## config.mk

```make
export PLATFORM = sky130hd
export DESIGN_NAME = bank_interleave_ctrl
export DESIGN_NICKNAME = d
export VERILOG_FILES = /design/src/rtl/bic_pkg.sv /design/src/rtl/bic_datapath.sv /design/src/rtl/bic_control.sv /design/src/rtl/bank_interleave_ctrl.sv
export SDC_FILE = /design/constraint.sdc
export NUM_CORES = 1
export LEC_CHECK = 0
export BUFFER_PORTS_ARGS = -buffer_cell sky130_fd_sc_hd__buf_2
export CAP_MARGIN = 20
export CORE_ASPECT_RATIO = 1.2
export CORE_MARGIN = 4
export CORE_UTILIZATION = 67
export DETAILED_ROUTE_END_ITERATION = 10
export HOLD_SLACK_MARGIN = 0.12
export PLACE_DENSITY = 0.88
export SYNTH_ARGS = -nofsm -noshare
export SYNTH_HDL_FRONTEND = slang
export SYNTH_HIERARCHICAL = 1
export SYNTH_SLANG_ARGS = --single-unit
```

## constraint.sdc

```tcl
create_clock -name clk -period 7.8 [get_ports clk]
set_input_delay 0 -clock clk [delete_from_list [all_inputs] [get_ports clk]]
set_output_delay 0 -clock clk [all_outputs]
set_load 0.05 [all_outputs]
```

## src/rtl/bic_pkg.sv

```systemverilog
package bic_pkg;

  // Per-cycle strobes from the control unit to the bank datapath
  typedef struct packed {
    logic issue;    // launch a request into the selected bank
    logic isWrite;  // the launched request is a write
    logic popRsp;   // the head read response leaves this cycle
  } bicStrobe_t;

endpackage

```

## src/rtl/bic_datapath.sv

```systemverilog
module bic_datapath
  import bic_pkg::*;
#(
  parameter int ADDR_W      = 6,
  parameter int BANK_BITS   = 2,
  parameter int DATA_W      = 8,
  parameter int ACCESS_CYC  = 2,
  parameter int RECOVER_CYC = 1
) (
  input  logic                        clk,
  input  logic                        rstN,
  input  bicStrobe_t                  strobe,
  input  logic [BANK_BITS-1:0]        issueBank,
  input  logic [ADDR_W-BANK_BITS-1:0] issueOffset,
  input  logic [DATA_W-1:0]           issueData,
  input  logic [BANK_BITS-1:0]        headBank,
  output logic [(1<<BANK_BITS)-1:0]   bankFree,
  output logic [(1<<BANK_BITS)-1:0]   resultValid,
  output logic [DATA_W-1:0]           rspData
);

  localparam int NB      = 1 << BANK_BITS;
  localparam int OFF_W   = ADDR_W - BANK_BITS;
  localparam int DEPTH   = 1 << OFF_W;
  localparam int SPAN    = ACCESS_CYC + RECOVER_CYC;
  localparam int CYC_W   = $clog2(SPAN + 1);
  localparam int DONE_AT = RECOVER_CYC + 1;

  logic [DATA_W-1:0] resultBus [NB];

  for (genvar b = 0; b < NB; b++) begin : g_bank
    logic [CYC_W-1:0]  busyCnt;
    logic              opWrite;
    logic [OFF_W-1:0]  opOffset;
    logic [DATA_W-1:0] opData;
    logic [DATA_W-1:0] cells [DEPTH];
    logic [DATA_W-1:0] result;
    logic              resValid;
    logic              hit;
    logic              finish;
    logic              popHere;

    assign hit     = strobe.issue && (issueBank == BANK_BITS'(b));
    assign finish  = (busyCnt == CYC_W'(DONE_AT));
    assign popHere = strobe.popRsp && (headBank == BANK_BITS'(b));

    // Busy timer: loaded with the full cycle span, counts down to zero.
    // The bank may relaunch in the last cycle of its recovery.
    always_ff @(posedge clk) begin
      if (!rstN) begin
        busyCnt  <= '0;
        opWrite  <= 1'b0;
        opOffset <= '0;
        opData   <= '0;
        resValid <= 1'b0;
      end else begin
        if (hit) begin
          busyCnt  <= CYC_W'(SPAN);
          opWrite  <= strobe.isWrite;
          opOffset <= issueOffset;
          opData   <= issueData;
        end else if (busyCnt != '0) begin
          busyCnt <= busyCnt - CYC_W'(1);
        end
        resValid <= (resValid && !popHere) || (finish && !opWrite);
      end
    end

    // Storage and read capture at the end of the access phase
    always_ff @(posedge clk) begin
      if (finish && opWrite) begin
        cells[opOffset] <= opData;
      end
      if (finish && !opWrite) begin
        result <= cells[opOffset];
      end
    end

    assign bankFree[b]    = (busyCnt <= CYC_W'(1));
    assign resultValid[b] = resValid;
    assign resultBus[b]   = result;
  end

  assign rspData = resultBus[headBank];

endmodule

```

## src/rtl/bic_control.sv

```systemverilog
module bic_control
  import bic_pkg::*;
#(
  parameter int ADDR_W    = 6,
  parameter int BANK_BITS = 2,
  parameter int TAG_DEPTH = 4,
  parameter int STALL_W   = 16
) (
  input  logic                        clk,
  input  logic                        rstN,
  input  logic                        modeHigh,
  input  logic                        reqValid,
  input  logic                        reqWrite,
  input  logic [ADDR_W-1:0]           reqAddr,
  input  logic [(1<<BANK_BITS)-1:0]   bankFree,
  input  logic [(1<<BANK_BITS)-1:0]   resultValid,
  output logic                        reqReady,
  output bicStrobe_t                  strobe,
  output logic [BANK_BITS-1:0]        issueBank,
  output logic [ADDR_W-BANK_BITS-1:0] issueOffset,
  output logic [BANK_BITS-1:0]        headBank,
  output logic                        rspValid,
  output logic [STALL_W-1:0]          stallCount,
  output logic                        modeLatched,
  output logic                        idleNow,
  output logic [$clog2(TAG_DEPTH):0]  pendingReads
);

  localparam int OFF_W = ADDR_W - BANK_BITS;
  localparam int PTR_W = $clog2(TAG_DEPTH);

  logic                 effMode;
  logic                 accept;
  logic                 push;
  logic                 pop;
  logic                 tagFull;
  logic                 conflict;
  logic [BANK_BITS-1:0] tagMem [TAG_DEPTH];
  logic [PTR_W-1:0]     wrPtr;
  logic [PTR_W-1:0]     rdPtr;
  logic [PTR_W:0]       tagCount;

  // Mode follows the input only while nothing is in flight
  assign idleNow = (&bankFree) && (tagCount == '0);
  assign effMode = idleNow ? modeHigh : modeLatched;

  always_ff @(posedge clk) begin
    if (!rstN) modeLatched <= 1'b0;
    else       modeLatched <= effMode;
  end

  // Address split for the two mappings
  always_comb begin
    if (effMode) begin
      issueBank   = reqAddr[ADDR_W-1 -: BANK_BITS];
      issueOffset = reqAddr[OFF_W-1:0];
    end else begin
      issueBank   = reqAddr[BANK_BITS-1:0];
      issueOffset = reqAddr[ADDR_W-1:BANK_BITS];
    end
  end

  assign tagFull  = (tagCount == (PTR_W+1)'(TAG_DEPTH));
  assign reqReady = bankFree[issueBank] && !(!reqWrite && tagFull);
  assign accept   = reqValid && reqReady;
  assign conflict = reqValid && !bankFree[issueBank];
  assign push     = accept && !reqWrite;

  // In-order tag queue of banks holding outstanding reads
  assign headBank = tagMem[rdPtr];
  assign rspValid = (tagCount != '0) && resultValid[headBank];
  assign pop      = rspValid;

  always_ff @(posedge clk) begin
    if (push) tagMem[wrPtr] <= issueBank;
  end

  always_ff @(posedge clk) begin
    if (!rstN) begin
      wrPtr    <= '0;
      rdPtr    <= '0;
      tagCount <= '0;
    end else begin
      if (push) wrPtr <= (wrPtr == PTR_W'(TAG_DEPTH-1)) ? '0 : wrPtr + PTR_W'(1);
      if (pop)  rdPtr <= (rdPtr == PTR_W'(TAG_DEPTH-1)) ? '0 : rdPtr + PTR_W'(1);
      case ({push, pop})
        2'b10:   tagCount <= tagCount + (PTR_W+1)'(1);
        2'b01:   tagCount <= tagCount - (PTR_W+1)'(1);
        default: tagCount <= tagCount;
      endcase
    end
  end

  always_ff @(posedge clk) begin
    if (!rstN)         stallCount <= '0;
    else if (conflict) stallCount <= stallCount + STALL_W'(1);
  end

  assign pendingReads = tagCount;

  always_comb begin
    strobe.issue   = accept;
    strobe.isWrite = reqWrite;
    strobe.popRsp  = pop;
  end

endmodule

```

## src/rtl/bank_interleave_ctrl.sv

```systemverilog
module bank_interleave_ctrl
  import bic_pkg::*;
#(
  parameter int ADDR_W      = 6,
  parameter int BANK_BITS   = 2,
  parameter int DATA_W      = 8,
  parameter int ACCESS_CYC  = 2,
  parameter int RECOVER_CYC = 1,
  parameter int TAG_DEPTH   = 4,
  parameter int STALL_W     = 16
) (
  input  logic               clk,
  input  logic               rstN,
  input  logic               modeHigh,
  input  logic               reqValid,
  output logic               reqReady,
  input  logic               reqWrite,
  input  logic [ADDR_W-1:0]  reqAddr,
  input  logic [DATA_W-1:0]  reqWdata,
  output logic               rspValid,
  output logic [DATA_W-1:0]  rspData,
  output logic [STALL_W-1:0] stallCount
);

  localparam int NB    = 1 << BANK_BITS;
  localparam int OFF_W = ADDR_W - BANK_BITS;

  bicStrobe_t                  strobe;
  logic [BANK_BITS-1:0]        targetBank;
  logic [OFF_W-1:0]            targetOffset;
  logic [BANK_BITS-1:0]        headBank;
  logic [NB-1:0]               bankFree;
  logic [NB-1:0]               resultValid;
  logic                        modeLatched;
  logic                        idleNow;
  logic [$clog2(TAG_DEPTH):0]  pendingReads;

  bic_control #(
    .ADDR_W   (ADDR_W),
    .BANK_BITS(BANK_BITS),
    .TAG_DEPTH(TAG_DEPTH),
    .STALL_W  (STALL_W)
  ) u_ctrl (
    .clk         (clk),
    .rstN        (rstN),
    .modeHigh    (modeHigh),
    .reqValid    (reqValid),
    .reqWrite    (reqWrite),
    .reqAddr     (reqAddr),
    .bankFree    (bankFree),
    .resultValid (resultValid),
    .reqReady    (reqReady),
    .strobe      (strobe),
    .issueBank   (targetBank),
    .issueOffset (targetOffset),
    .headBank    (headBank),
    .rspValid    (rspValid),
    .stallCount  (stallCount),
    .modeLatched (modeLatched),
    .idleNow     (idleNow),
    .pendingReads(pendingReads)
  );

  bic_datapath #(
    .ADDR_W     (ADDR_W),
    .BANK_BITS  (BANK_BITS),
    .DATA_W     (DATA_W),
    .ACCESS_CYC (ACCESS_CYC),
    .RECOVER_CYC(RECOVER_CYC)
  ) u_dp (
    .clk        (clk),
    .rstN       (rstN),
    .strobe     (strobe),
    .issueBank  (targetBank),
    .issueOffset(targetOffset),
    .issueData  (reqWdata),
    .headBank   (headBank),
    .bankFree   (bankFree),
    .resultValid(resultValid),
    .rspData    (rspData)
  );

endmodule

```

Word-level counts from Yosys, hierarchy flattened
Memories as Yosys holds them, arrays and structs flattened. A register that Yosys moved wholly into a read port is not among the register bits.
Index checks and enable logic that the tools add are counted.
- add/sub/neg operators: 9
- order comparisons: 7
- eq/ne operators: 15
- multiplexer cells: 33
- bitwise operators: 1
- reduce and logical (&&, ||, !) cells: 56
- operators with widths (kind ; count):
    logical AND 1 bit ; 27
    2-to-1 mux 2 bit ; 13
    equality test 2 bit (second input constant) ; 11
    nonzero test 2 bit ; 9
    adder 16 x 1 -> 16 bit (second input constant) ; 1
    binary-select mux 8 bit (select 2 bit) ; 1
    2-to-1 mux 8 bit ; 2
    2-to-1 mux 1 bit ; 13
    logical NOT 1 bit ; 11
    <= comparator 2 x 1 -> 1 bit (second input constant) ; 4
    subtractor 2 x 1 -> 2 bit (second input constant) ; 4
    equality test 2 x 1 -> 1 bit (second input constant) ; 3
    less-than comparator 2 x 3 -> 1 bit (second input constant) ; 2
    one-hot mux 3 bit (2 select lines) ; 1
    adder 2 x 1 -> 2 bit (second input constant) ; 2
    binary-select mux 1 bit (select 2 bit) ; 2
    logical NOT 2 bit ; 2
    logical OR 1 bit ; 4
    2-to-1 mux 4 bit ; 1
    AND reduction 4 bit ; 1
    adder 3 x 1 -> 3 bit (second input constant) ; 1
    equality test 3 bit (second input constant) ; 1
    >= comparator 3 bit (second input constant) ; 1
    logical NOT 3 bit ; 1
    other kinds (3) ; 3
- register bits: 88
- memory bits (writable): 520
- bits of input ports: 19
- output and inout port bits: 26
- logic and storage cells: 151
- memories: 5
- memories (name ; words ; bits a word ; read ports ; clocked after memory_dff ; write ports ; RTL line ; source):
    u_dp.g_bank[0].cells ; 16 ; 8 ; 1 ; 1 ; 1 ; bic_datapath.sv:36 ; logic [DATA_W-1:0] cells [DEPTH];
    u_dp.g_bank[1].cells ; 16 ; 8 ; 1 ; 1 ; 1 ; bic_datapath.sv:36 ;
    u_dp.g_bank[2].cells ; 16 ; 8 ; 1 ; 1 ; 1 ; bic_datapath.sv:36 ;
    u_dp.g_bank[3].cells ; 16 ; 8 ; 1 ; 1 ; 1 ; bic_datapath.sv:36 ;
    u_ctrl.tagMem ; 4 ; 2 ; 1 ; 1 ; 1 ; bic_control.sv:38 ; logic [BANK_BITS-1:0] tagMem [TAG_DEPTH];

Logic depth before layout (Yosys ltp)
- depth in word-level cells: 12
- gate-level depth with buffers: 15
- gate-level depth less buffers: 14

Cells and area by module
The synthesis kept the hierarchy.
- modules (own cells, without submodules) (module ; instances ; cells an instance ; area each (um2)):
    bic_datapath ; 1 ; 1249 ; 23976.7
    bic_control ; 1 ; 200 ; 1906.8

Worst setup path before layout
OpenSTA, ideal clock, no wires.
- path type: flip-flop to flip-flop
- start point: reg (tool-made name)
- end point: reg u_ctrl.tagCount[2], in the netlist u_ctrl/pendingReads[2]
- setup time: 0.070 ns
- arrival: 2.935 ns
- required time: 7.730 ns
- setup slack: 4.796 ns
- cell stages (with the launch flop): 11
- buffers on the path: 0
- period minus slack after synthesis: 3.004 ns
- cells stage by stage: dfxtp_1 -> mux4_2 -> mux4_2 -> nand2_1 -> inv_1 -> ha_1 -> inv_1 -> fa_1 -> xor2_1 -> or3_1 -> a21oi_1
- RTL lines (item ; RTL line ; source):
    end signal: assignment ; bic_control.sv:87 ; 2'b10: tagCount <= tagCount + (PTR_W+1)'(1);
    end signal: assignment ; bic_control.sv:88 ; 2'b01: tagCount <= tagCount - (PTR_W+1)'(1);
    end signal: assignment ; bic_control.sv:89 ; default: tagCount <= tagCount;
    end: declaration ; bic_control.sv:41 ; logic [PTR_W:0] tagCount;

==> results by group <==
Placed design
  – Placed wire-length estimate: 33.53 mm
  – # port buffers: 44
  – GPL Wtd Cong: 0.8984

Clocking
  – Reg clk slew, reported paths: 0.07 ns
  – CTS tree: done
  – Worst skew pair latency: 0.59 ns
  – H-Tree Depth: 2
  – TritonCTS Buffers: 57
  – Post-cts resize count: 0
  – Cts hold-fix bufs: 21
  – Root buffer cell: clkbuf_16
  – CTS max path bufs: 3
  – # Post-CTS Setup Buffers: 0
  – TritonCTS sink count: 642

Route
  – Wire per inst: 27.82 um
  – DR vias/cell: 6.842
  – DR vias: 13.95k
  – DR iter-0 viols: 2077
  – Antenna Nets Post-Route: 0
  – DR pass1 iterations: 6
  – DRC: 0
  – Final WL: 56.71 mm

Yosys
  – Synth Cell Area: 0.02588 mm^2
  – Post-synth net total: 1487
  – Syn Inst Count: 1448
  – Synth warn: 6
  – Syn_area_per_cell: 17.87 um^2

STA
  – Clock Skews: 0.02007 ns
  – Final worst path period need: 4.064 ns
  – Max Freq: 246.1 MHz
  – Final setup fails: 0
  – RSZ-0062 raised after global routing: false
  – Slew Viols, Final: 0
  – Final period util: 52.10%
  – Final hold viol count: 0
  – TNS Setup: 0 ns
  – Worst-Margin Slew: 1.077 ns
  – Relative slew slack: 28.04%

Global route
  – Largest net degree at the start of global routing: 99
  – Vias in the first global route: 14.15k
  – First-pass GRT wire length: 87.03 mm
  – Gr ovfl total: 0
  – Initial antenna violation count: 0
  – Total global-route track usage: 27.24%

Layout
  – Most frequent cells in the layout: edfxtp_1 (552), nand2_1 (168), dfxtp_1 (85), mux4_1 (80), a22oi_1 (64)
  – Register area: 0.01838 mm^2
  – Fillers: 1904
  – Layout cell share with drive strength beyond 1: 15.40%
  – Ant diodes: 0
  – Nets@finish: 1548
  – Commonest non-fill, non-tap cell in the layout: edfxtp_1
  – Area grow syn2layout: 9.766%
  – Util after Layout: 74.83%
  – Multi-input gate area: 0.006823 mm^2

Setup path
  – Crit path required time: 8.32 ns
  – Worst EP arrival: 4.58 ns
  – Worst setup EP type: register
  – Worst-path maximum fanout: 8
  – Setup crit start kind: register
  – Path type of the worst setup path: reg2reg

Floorplanning
  – I/O pin cnt: 45
  – Row count: 78
  – DIE WIDTH: 187.4 um
  – Starting Density: 68.17%
  – Die height: 223.3 um
  – Core area: 0.03796 mm^2
  – Full die area: 0.04185 mm^2

Power
  – Leakage power: 9.233 nW
  – Maximum VDD drop: 0.1924 mV
  – Pwr Total: 8.561 mW
  – Pwr/cell area: 301.4 mW/mm^2

Run
  – Max-capacitance violation count: 0

Outcome
  – Outcome: completed

Min path
  – HP Class: in2reg
==> critical path: stages (launching register included) <==
cell and delay [ns]:
dfxtp_1 0.34, inv_1 0.11, ha_1 0.15, nand2b_1 0.13, nand4_1 0.13, or3_1 0.44, a21bo_2 0.27, and2_1 0.18
nor3_1 0.65, nor3b_2 0.57, dlygate4sd3_1 0.77, nand2_1 0.10, a21boi_1 0.14
==> layer usage <==
metal / GRT usage [%] / vias up / wire, um
met5: 0 / - / 0
met4: 9.664 / 0 / 2316
met3: 4.272 / 164 / 5163
met2: 46.89 / 909 / 29550
met1: 36.06 / 7007 / 19680
li1: - / 5865 / -
==> final timing paths <==
check | from | end | slack (ns) | cells after the start
setup / recovery | u_dp/g_bank[0].busyCnt[1] | u_dp/g_bank[0].opData[3] | 3.74 | 12
hold / removal | rstN | u_ctrl/stallCount[7] | 0.13 | 4
setup reg to reg | u_dp/g_bank[0].busyCnt[1] | u_dp/g_bank[0].opData[3] | 3.74 | 12
hold reg to reg | u_ctrl/stallCount[14] | u_ctrl/stallCount[14] | 0.49 | 2
==> state kept, by name (all words and copies together) (netlist names), 3 cells and up, named ones only <==
signal	flops
u_dp/g_bank.cells	512
u_dp/g_bank.opData	32
u_dp/g_bank.result	32
u_ctrl/stallCount	16
u_dp/g_bank.opOffset	16
u_ctrl/tagMem	8
u_dp/g_bank.busyCnt	8
u_dp/g_bank.opWrite	4
u_dp/g_bank.resValid	4
u_ctrl/pendingReads	3
==> per-stage QoR <==
step	instance area [um^2]	setup WS (ns)	hold slack, ns	std cells
final	28410	3.736	0.1265	2038
after global routing	28410	3.532	0.1811	2038
after CTS	28370	3.827	0.1201	2035
after detailed placement	26240	4.251	0.3280	1906
after global placement	26190	4.550	0.3051	1898
after floorplan	25880	4.796	0.1349	1448
==> power by group <==
group          leakage (nW)  switching [mW]  internal [mW]
sequential             5.81           0.281           4.02
combinational          2.49           0.881          0.552
clock                 0.933            1.22           1.61
==> cell type report <==
| cell class | count | area share (%) |
|---|---|---|
| clock buffers | 84 | 5.955 |
| inverters | 18 | 0.2378 |
| clock inverters | 24 | 0.8192 |
| multi-input cells | 701 | 24.02 |
| repair buffers | 89 | 2.141 |
| flip-flops and latches | 642 | 64.72 |
| well taps | 480 | 2.114 |
Power figures use the tool's default switching activity.
